==> src/rtl/wdg_pkg.sv <==
package wdg_pkg;

    localparam int WORD_W  = 64;
    localparam int MODE_LO = 0;
    localparam int MODE_W  = 2;
    localparam int LEN_LO  = 4;
    localparam int LEN_W   = 16;
    localparam int CNT_LO  = 20;
    localparam int CNT_W   = 24;
    localparam int FILL_W  = CNT_W - LEN_W;

    typedef enum logic [MODE_W-1:0] {
        WDM_OFF   = 2'd0,
        WDM_RUN_A = 2'd1,
        WDM_RUN_B = 2'd2,
        WDM_ARMED = 2'd3
    } wdg_mode_e;

    typedef struct packed {
        wdg_mode_e          mode;
        logic [LEN_W-1:0]   len;
        logic [CNT_W-1:0]   cnt;
    } wdg_ctrl_t;

    function automatic wdg_ctrl_t ctrl_unpack(input logic [WORD_W-1:0] w);
        wdg_ctrl_t c;
        c.mode = wdg_mode_e'(w[MODE_LO +: MODE_W]);
        c.len  = w[LEN_LO +: LEN_W];
        c.cnt  = w[CNT_LO +: CNT_W];
        return c;
    endfunction

    function automatic logic [WORD_W-1:0] ctrl_pack(input wdg_ctrl_t c);
        logic [WORD_W-1:0] w;
        w = '0;
        w[MODE_LO +: MODE_W] = c.mode;
        w[LEN_LO +: LEN_W]   = c.len;
        w[CNT_LO +: CNT_W]   = c.cnt;
        return w;
    endfunction

    function automatic logic [CNT_W-1:0] reload_value(input logic [LEN_W-1:0] len);
        return {len, {FILL_W{1'b0}}};
    endfunction

endpackage

==> src/rtl/wdg_regif.sv <==
module wdg_regif
    import wdg_pkg::*;
#(
    parameter int          ADDR_W    = 20,
    parameter logic [ADDR_W-1:0] CTRL_ADDR = '0,
    parameter logic [ADDR_W-1:0] POKE_OFF  = 20'h10000
) (
    input  logic                clk,
    input  logic                rst,
    input  logic                bus_wr,
    input  logic                bus_rd,
    input  logic [ADDR_W-1:0]   bus_addr,
    input  logic [WORD_W-1:0]   bus_wdata,
    input  logic [CNT_W-1:0]    live_cnt,
    output logic [WORD_W-1:0]   bus_rdata,
    output logic                ctrl_wr,
    output logic                poke_wr,
    output wdg_ctrl_t           wr_fields,
    output wdg_mode_e           mode_q,
    output logic [LEN_W-1:0]    len_q
);

    localparam logic [ADDR_W-1:0] POKE_ADDR = CTRL_ADDR + POKE_OFF;

    logic hit_ctrl;
    logic hit_poke;
    wdg_ctrl_t rd_view;

    always_comb begin
        hit_ctrl  = (bus_addr == CTRL_ADDR);
        hit_poke  = (bus_addr == POKE_ADDR);
        ctrl_wr   = bus_wr && hit_ctrl;
        poke_wr   = bus_wr && hit_poke;
        wr_fields = ctrl_unpack(bus_wdata);
        rd_view.mode = mode_q;
        rd_view.len  = len_q;
        rd_view.cnt  = live_cnt;
    end

    always_ff @(posedge clk) begin
        if (rst) begin
            mode_q <= WDM_OFF;
            len_q  <= '0;
        end else if (ctrl_wr) begin
            mode_q <= wr_fields.mode;
            len_q  <= wr_fields.len;
        end
    end

    always_ff @(posedge clk) begin
        if (rst) begin
            bus_rdata <= '0;
        end else if (bus_rd && hit_ctrl) begin
            bus_rdata <= ctrl_pack(rd_view);
        end else begin
            bus_rdata <= '0;
        end
    end

endmodule

==> src/rtl/wdg_prescale.sv <==
module wdg_prescale #(
    parameter int PRE_SHIFT = 10
) (
    input  logic clk,
    input  logic rst,
    input  logic clear,
    output logic tick
);

    localparam int PW = (PRE_SHIFT < 1) ? 1 : PRE_SHIFT;

    generate
        if (PRE_SHIFT == 0) begin : g_nodiv
            assign tick = !clear;
        end else begin : g_div
            logic [PW-1:0] phase;
            always_ff @(posedge clk) begin
                if (rst || clear) phase <= '0;
                else              phase <= phase + 1'b1;
            end
            assign tick = !clear && (&phase);
        end
    endgenerate

endmodule

==> src/rtl/wdg_counter.sv <==
module wdg_counter
    import wdg_pkg::*;
(
    input  logic              clk,
    input  logic              rst,
    input  logic              tick,
    input  logic              ctrl_wr,
    input  logic              poke_wr,
    input  wdg_ctrl_t         wr_fields,
    input  wdg_mode_e         mode_q,
    input  logic [LEN_W-1:0]  len_q,
    output logic [CNT_W-1:0]  cnt_q,
    output logic              expire_q
);

    logic [CNT_W-1:0] load_val;
    logic             at_end;

    always_comb begin
        if (wr_fields.mode == WDM_OFF)  load_val = '0;
        else if (wr_fields.cnt != '0)   load_val = wr_fields.cnt;
        else                            load_val = reload_value(wr_fields.len);
        at_end = (cnt_q <= CNT_W'(1));
    end

    always_ff @(posedge clk) begin
        if (rst) begin
            cnt_q <= '0;
        end else if (ctrl_wr) begin
            cnt_q <= load_val;
        end else if (mode_q == WDM_OFF) begin
            cnt_q <= '0;
        end else if (poke_wr) begin
            cnt_q <= reload_value(len_q);
        end else if (tick && cnt_q != '0) begin
            cnt_q <= cnt_q - 1'b1;
        end
    end

    always_ff @(posedge clk) begin
        if (rst || ctrl_wr) begin
            expire_q <= 1'b0;
        end else if (tick && mode_q == WDM_ARMED && !poke_wr && at_end) begin
            expire_q <= 1'b1;
        end
    end

endmodule

==> src/rtl/wdg_core_watchdog.sv <==
module wdg_core_watchdog
    import wdg_pkg::*;
#(
    parameter int          ADDR_W    = 20,
    parameter logic [ADDR_W-1:0] CTRL_ADDR = '0,
    parameter logic [ADDR_W-1:0] POKE_OFF  = 20'h10000,
    parameter int          PRE_SHIFT = 10
) (
    input  logic              clk,
    input  logic              rst,
    input  logic              bus_wr,
    input  logic              bus_rd,
    input  logic [ADDR_W-1:0] bus_addr,
    input  logic [63:0]       bus_wdata,
    output logic [63:0]       bus_rdata,
    output logic              reset_req
);

    logic             ctrl_wr;
    logic             poke_wr;
    wdg_ctrl_t        wr_fields;
    wdg_mode_e        mode_q;
    logic [LEN_W-1:0] len_q;
    logic [CNT_W-1:0] cnt_q;
    logic             tick;
    logic             pre_clear;

    assign pre_clear = ctrl_wr || poke_wr || (mode_q == WDM_OFF);

    wdg_regif #(
        .ADDR_W(ADDR_W), .CTRL_ADDR(CTRL_ADDR), .POKE_OFF(POKE_OFF)
    ) u_regif (
        .clk(clk), .rst(rst), .bus_wr(bus_wr), .bus_rd(bus_rd),
        .bus_addr(bus_addr), .bus_wdata(bus_wdata), .live_cnt(cnt_q),
        .bus_rdata(bus_rdata), .ctrl_wr(ctrl_wr), .poke_wr(poke_wr),
        .wr_fields(wr_fields), .mode_q(mode_q), .len_q(len_q)
    );

    wdg_prescale #(.PRE_SHIFT(PRE_SHIFT)) u_pre (
        .clk(clk), .rst(rst), .clear(pre_clear), .tick(tick)
    );

    wdg_counter u_cnt (
        .clk(clk), .rst(rst), .tick(tick), .ctrl_wr(ctrl_wr),
        .poke_wr(poke_wr), .wr_fields(wr_fields), .mode_q(mode_q),
        .len_q(len_q), .cnt_q(cnt_q), .expire_q(reset_req)
    );

endmodule

==> config.mk <==
export PLATFORM = sky130hd
export DESIGN_NAME = wdg_core_watchdog
export DESIGN_NICKNAME = d
export VERILOG_FILES = /design/src/rtl/wdg_pkg.sv /design/src/rtl/wdg_regif.sv /design/src/rtl/wdg_prescale.sv /design/src/rtl/wdg_counter.sv /design/src/rtl/wdg_core_watchdog.sv
export SDC_FILE = /design/constraint.sdc
export NUM_CORES = 1
export LEC_CHECK = 0
export BUFFER_PORTS_ARGS = -buffer_cell sky130_fd_sc_hd__buf_2
export CORE_MARGIN = 2
export CORE_UTILIZATION = 40
export CTS_CLUSTER_DIAMETER = 60
export CTS_CLUSTER_SIZE = 40
export DETAILED_ROUTE_END_ITERATION = 8
export PLACE_DENSITY = 0.66
export SLEW_MARGIN = 20
export SYNTH_ARGS = -nofsm -noshare
export SYNTH_HDL_FRONTEND = slang
export SYNTH_SLANG_ARGS = --single-unit
==> constraint.sdc <==
create_clock -name clk -period 3.07 [get_ports clk]
set_input_delay 0.614 -clock clk [delete_from_list [all_inputs] [get_ports clk]]
set_output_delay 0.614 -clock clk [all_outputs]
set_load 0.01 [all_outputs]
==> reports/results.txt, run 1 <==
vias in the first global route: 3,951
hold buffers post-CTS: 0
Clock Sink Count: 95
Mapped Avg Cell Area: 8.65 µm²
Setup-failing EPs final: 0
actual slew at the worst max-slew pin: 0.865 ns
CTS Root Cell: clkbuf_8
cell with the most instances after synthesis: dfxtp_1
f_max: 374 MHz
Final Critical Period: 2.67 ns
worst r2r src: u_cnt.cnt_q[18]
total track usage: 0.210
Setup TNS Final: 0 ns
RSZ-0062 raised after global routing: false
commonest cells in the netlist: dfxtp_1 (95), nand2_1 (56), nor2_1 (45), and2_1 (42), a21oi_1 (40)
GRT Residual Overflow: 0
post-synthesis cell area: 4480 µm²
WL final: 12.3 mm
Die X: 110 µm
synth top area cells: dfxtp_1 (42%), and2_1 (5.9%), nand2_1 (4.7%)
clk_lat worst skew: 0.37 ns
CTS H-tree lvls: 3
CP startpoint kind: flip-flop
Die Span Y: 110 µm
hold_sp: u_regif.len_q[10]
fin area: 5260 µm²
MaxCap Viol Count: 0
Gate Count Post-Synth: 518
Via density: 5.45
CTS Buffer Depth: 2
CTS tree: done
DP Area: 5070 µm²
core area: 10,900 µm²
Synth-to-Final Area Change: 17.3%
Final #Nets: 708
Critical Path RT: 3.35 ns
first-pass GRT wire length: 19.6 mm
First DRT Iteration DRCs: 239
# DRC: 0
clock skew: 0.0129 ns
largest net degree at the start of global routing: 43
Synth area leader: dfxtp_1
type of destination of the critical path: flip-flop
Crit path largest cell delay: 0.55 ns
worst vdd ir: 0.180 mV
n_diodes: 0
Die ar.: 12,100 µm²
Post-synth EDFFs: 0
Post-CTS Setup Inserts: 0
register area share after synthesis: 0.424
Hold Crit Class: reg2reg
Avg WL per Cell: 16.2 µm
FF+latch count, synth: 95
post-synth cell types: 43
crit path kind: reg2reg
Post-DP HPWL: 9.14 mm
CP arrival: 2.95 ns
CTS-repair resized insts: 0
critical path's slowest cell: or4_1
top-area cell type share of the netlist area: 0.424
main flop type after synthesis: dfxtp_1
initial antenna violation count: 0
FFs w/ async S/R, synth: 0
Routability Congestion: 0.879
crit share post-route: 0.871
crit path max fanout: 30
Pre-Repair DR Iteration Count: 4
Initial Util: 0.412
Max-slew headroom: 0.421
crit-path cells: or4_1, or3_4, o31a_1, or2_1, buf_12, a311oi_1
total CTS buffers: 9
Antenna Violating Nets Remaining: 0
Worst-path clk slew: 0.09 ns
share of layout cells above drive strength 1: 0.248
Via Count: 4,147
number of port buffers: 108
Lkg Pwr: 2.36 nW
Power per Cell Area: 411 nW/µm²
status: finished clean
Syn. warnings: 0
CP Launch Point: u_cnt.cnt_q[18]
final max-slew violation count: 0
# IOs: 153
final hold viol count: 0
Site Rows: 38
[flip-flops by register name, summed over array words and instances, names as in the netlist]
register / flops
u_cnt.cnt_q: 24
u_cnt.expire_q: 1
u_pre.g_div.phase: 10
u_regif.bus_rdata: 42
u_regif.len_q: 16
u_regif.mode_q: 2
[worst max-delay path: cells and delay by family (launching register included)]
| family | cells | cell delay (ns) |
|---|---|---|
| AO/OA/AOI/OAI | 2 | 0.63 |
| buffers and inverters | 1 | 0.25 |
| flip-flops | 1 | 0.38 |
| AND/OR/NAND/NOR | 3 | 1.32 |
[layout by cell type, fill, tap and decap left out, drive strengths merged, types with 5 or more instances in the layout]
| cell | n |
|---|---|
| buf | 122 |
| dfxtp | 95 |
| nand2 | 56 |
| nor2 | 45 |
| and2 | 42 |
| a21oi | 40 |
| nor4 | 25 |
| conb | 22 |
| nor3 | 20 |
| a21o | 20 |
| clkbuf | 14 |
| xnor2 | 12 |
| a311oi | 12 |
| a31oi | 11 |
| xor2 | 10 |
| nand3 | 8 |
| a211o | 8 |
| nand4 | 6 |
| and3 | 6 |
| and4 | 6 |
| or4 | 5 |
| inv | 5 |
| or3 | 5 |
[power by group]
| group | total, W | switching [W] | internal [W] |
|---|---|---|---|
| combinational | 0.000107 | 0.0000655 | 0.0000411 |
| sequential | 0.00123 | 0.000000000860 | 0.00123 |
| clock | 0.000823 | 0.000418 | 0.000404 |
[per-stage QoR]
| stage | hold slack, ns | setup slack [ns] | util | power (W) | std cells |
|---|---|---|---|---|---|
| 2_1_floorplan | 0.440 | 0.549 | - | 0.00132 | 539 |
| 6_report | 0.469 | 0.396 | 0.483 | 0.00216 | 761 |
| 3_5_place_dp | 0.459 | 0.353 | 0.465 | 0.00136 | 745 |
| 5_1_grt | 0.487 | 0.269 | 0.483 | 0.00224 | 761 |
| 4_1_cts | 0.470 | 0.398 | 0.483 | 0.00217 | 761 |
| 3_3_place_gp | 0.455 | 0.400 | 0.465 | 0.00136 | 745 |
[layer usage]
metal	part of all wire	wire (µm)	vias to the layer above	GRT usage
met2	0.49	6000	189	0.358
met4	0.016	201	0	0.0832
met5	0	0	-	0
met1	0.43	5260	1956	0.263
met3	0.070	860	19	0.0373
li1	-	-	1983	-
[kinds of logic after synthesis]
logic type / share of synthesized area
flops: 0.424
fa+ha+maj: 0.0112
simple gates: 0.266
buf+inv: 0.0765
mux: 0.00223
xor+xnor: 0.0430
other cells: 0.000836
compound gates: 0.176
[worst paths after layout]
kind                                          end  slack, ns  cells past startpoint
worst max register to register    u_cnt.cnt_q[17]       0.40                      6
worst min register to register  u_regif.len_q[10]       0.47                      2
worst min-delay path            u_regif.len_q[10]       0.47                      2
worst max-delay path              u_cnt.cnt_q[17]       0.40                      6
[area by class of cell]
cell class / instances / area, µm²
inverter: 4 / 15.0
fill: 1065 / 5630
clock buffer: 14 / 153
sequential: 95 / 1900
tap: 140 / 175
multi-input combinational: 384 / 2320
clock inverter: 2 / 38.8
timing repair buffer: 122 / 658
(Power assumes the default switching activity.)
==> run 2: changes to the inputs <==
--- a/config.mk
+++ b/config.mk
@@ -6,13 +6,14 @@
 export NUM_CORES = 1
 export LEC_CHECK = 0
 export BUFFER_PORTS_ARGS = -buffer_cell sky130_fd_sc_hd__buf_2
-export CORE_MARGIN = 2
+export CORE_MARGIN = 5
 export CORE_UTILIZATION = 40
 export CTS_CLUSTER_DIAMETER = 60
 export CTS_CLUSTER_SIZE = 40
 export DETAILED_ROUTE_END_ITERATION = 8
-export PLACE_DENSITY = 0.66
+export PLACE_DENSITY = 0.65
 export SLEW_MARGIN = 20
 export SYNTH_ARGS = -nofsm -noshare
 export SYNTH_HDL_FRONTEND = slang
+export SYNTH_HIERARCHICAL = 1
 export SYNTH_SLANG_ARGS = --single-unit
==> run 2 against run 1 <==
Net effect: fmax is 1.8% higher; routed wire length is 14% higher; critical path depth is 6 higher; clock-buffer cell count is 3 lower; register-to-register slack better by 0.30 ns; utilization is 2.3 points lower; global-route usage is 1.8 points lower.
==> reports/results.txt, run 2 <==
post-synth cell types: 65
crit path max fanout: 7
Site Rows: 40
CP startpoint kind: input pin
Synth-to-Final Area Change: 13.1%
number of port buffers: 108
CTS Buffer Depth: 2
Crit path max-delay family: simple AND/OR/NAND/NOR gates
worst vdd ir: 0.222 mV
Die X: 120 µm
RSZ-0062 raised after global routing: false
Lkg Pwr: 2.28 nW
Via density: 5.69
top-area cell type share of the netlist area: 0.391
Syn. warnings: 6
# IOs: 153
critical path's slowest cell: nor4_1
Max-slew headroom: 0.465
crit-path cells: buf_2, nor4_1, nand4_1, nor2_1, nor2_1, o21ai_1, nor4b_1, buf_4, o21a_1, buf_4, nor2_2, a221oi_1
Via Count: 4,379
Die ar.: 14,500 µm²
CTS H-tree lvls: 3
Pre-Repair DR Iteration Count: 6
commonest non-fill, non-tap cell in the layout: buf_2
commonest cells in the netlist: dfxtp_1 (95), buf_4 (66), and2_1 (44), o21ai_0 (36), a21oi_1 (35)
FF+latch area: 1900 µm²
final max-slew violation count: 0
Power per Cell Area: 427 nW/µm²
Antenna Violating Nets Remaining: 0
Power, Total: 0.00235 W
vias in the first global route: 4,271
post-synthesis cell area: 4860 µm²
CTS Root Cell: clkbuf_16
hold_ws: 0.469 ns
crit path kind: in2reg
Final #Nets: 710
share of layout cells above drive strength 1: 0.268
Routability Congestion: 0.874
initial antenna violation count: 0
clock skew: 0.00623 ns
fill count: 1,184
First DRT Iteration DRCs: 499
Post-synth EDFFs: 0
cell with the most instances after synthesis: dfxtp_1
Clock Sink Count: 95
total CTS buffers: 9
WL final: 14.1 mm
Gate Count Post-Synth: 549
Die Span Y: 120 µm
status: finished clean
most frequent cells in the layout: buf_2 (108), dfxtp_1 (95), and2_1 (44)
main flop type after synthesis: dfxtp_1
Post-CTS Setup Inserts: 0
Multi-input gate area: 2360 µm²
Hold Crit Class: reg2reg
Avg WL per Cell: 18.3 µm
Setup TNS Final: 0 ns
Mapped Avg Cell Area: 8.86 µm²
crit share post-route: 0.855
Setup-failing EPs final: 0
MaxCap Viol Count: 0
synth top area cells: dfxtp_1 (39%), buf_4 (10%), and2_1 (5.7%)
Post-DP HPWL: 10.5 mm
Crit path largest cell delay: 0.37 ns
type of destination of the critical path: flip-flop
largest net degree at the start of global routing: 43
CTS-repair resized insts: 0
f_max: 381 MHz
total track usage: 0.192
core area: 12,000 µm²
CTS tree: done
reg-to-reg slack, setup: 0.70 ns
Initial Util: 0.407
# DRC: 0
Critical Path RT: 3.25 ns
clk_lat worst skew: 0.34 ns
max reg flops: 42
Synth area leader: dfxtp_1
Buffers & Inverters on Critical Path: 3
register area share after synthesis: 0.391
n_diodes: 0
final hold viol count: 0
Worst-path clk slew: 0.06 ns
GRT Residual Overflow: 0
CP arrival: 2.81 ns
FFs w/ async S/R, synth: 0
Top Registers: u_regif/bus_rdata x42, u_cnt/cnt_q x24, u_regif/len_q x16
actual slew at the worst max-slew pin: 0.800 ns
hold buffers post-CTS: 0
FF+latch count, synth: 95
Largest Register: u_regif/bus_rdata
Final Critical Period: 2.63 ns
first-pass GRT wire length: 22.5 mm
[run 2: final cells by class]
type,instances,share of cell area
sequential,95,0.346
multi-input combinational,371,0.429
timing repair buffer,135,0.140
clock buffer,11,0.0441
inverter,6,0.00409
clock inverter,4,0.00409
tap,147,0.0334
[run 2: where the power goes]
part | total (W) | switching [W] | internal (W)
sequential | 0.00123 | 0.000000000834 | 0.00123
combinational | 0.000101 | 0.0000648 | 0.0000362
clock | 0.00101 | 0.000451 | 0.000562
total | 0.00235 | 0.000515 | 0.00183
[run 2: cell families (layout without fill, tap and decap cells)]
logic type      count (synthesis)  count (layout)  share of synthesized area
buf+inv                       104             156                      0.142
other cells                     1              22                   0.000771
fa+ha+maj                       4               4                     0.0103
simple gates                  184             184                      0.228
xor+xnor                       10              10                     0.0180
compound gates                151             151                      0.210
flops                          95              95                      0.391
[run 2: worst paths after layout]
path / startpoint / end / cells after the start
hold reg to reg: u_pre/g_div.phase[0] / u_pre/g_div.phase[0] / 1
hold / removal: u_pre/g_div.phase[0] / u_pre/g_div.phase[0] / 1
setup / recovery: bus_addr[11] / u_cnt/cnt_q[0] / 12
setup reg to reg: u_cnt/cnt_q[4] / u_cnt/cnt_q[17] / 5
[run 2: routing by layer]
layer,global-route usage,routed length [µm],up-vias
met4,0.0800,364,0
met5,0,0,-
met3,0.0416,1370,28
met2,0.293,6250,247
li1,-,-,2095
met1,0.264,6080,2009
[run 2: through the flow]
stage                     cells  instance area (µm²)  utilization  worst slack [ns]
after floorplan             570                 4940            -            0.0643
after CTS                   769                 5500        0.460             0.474
after global placement      754                 5240        0.438             0.251
final                       769                 5500        0.460             0.444
after global routing        769                 5500        0.460             0.180
after detailed placement    754                 5240        0.438             0.124
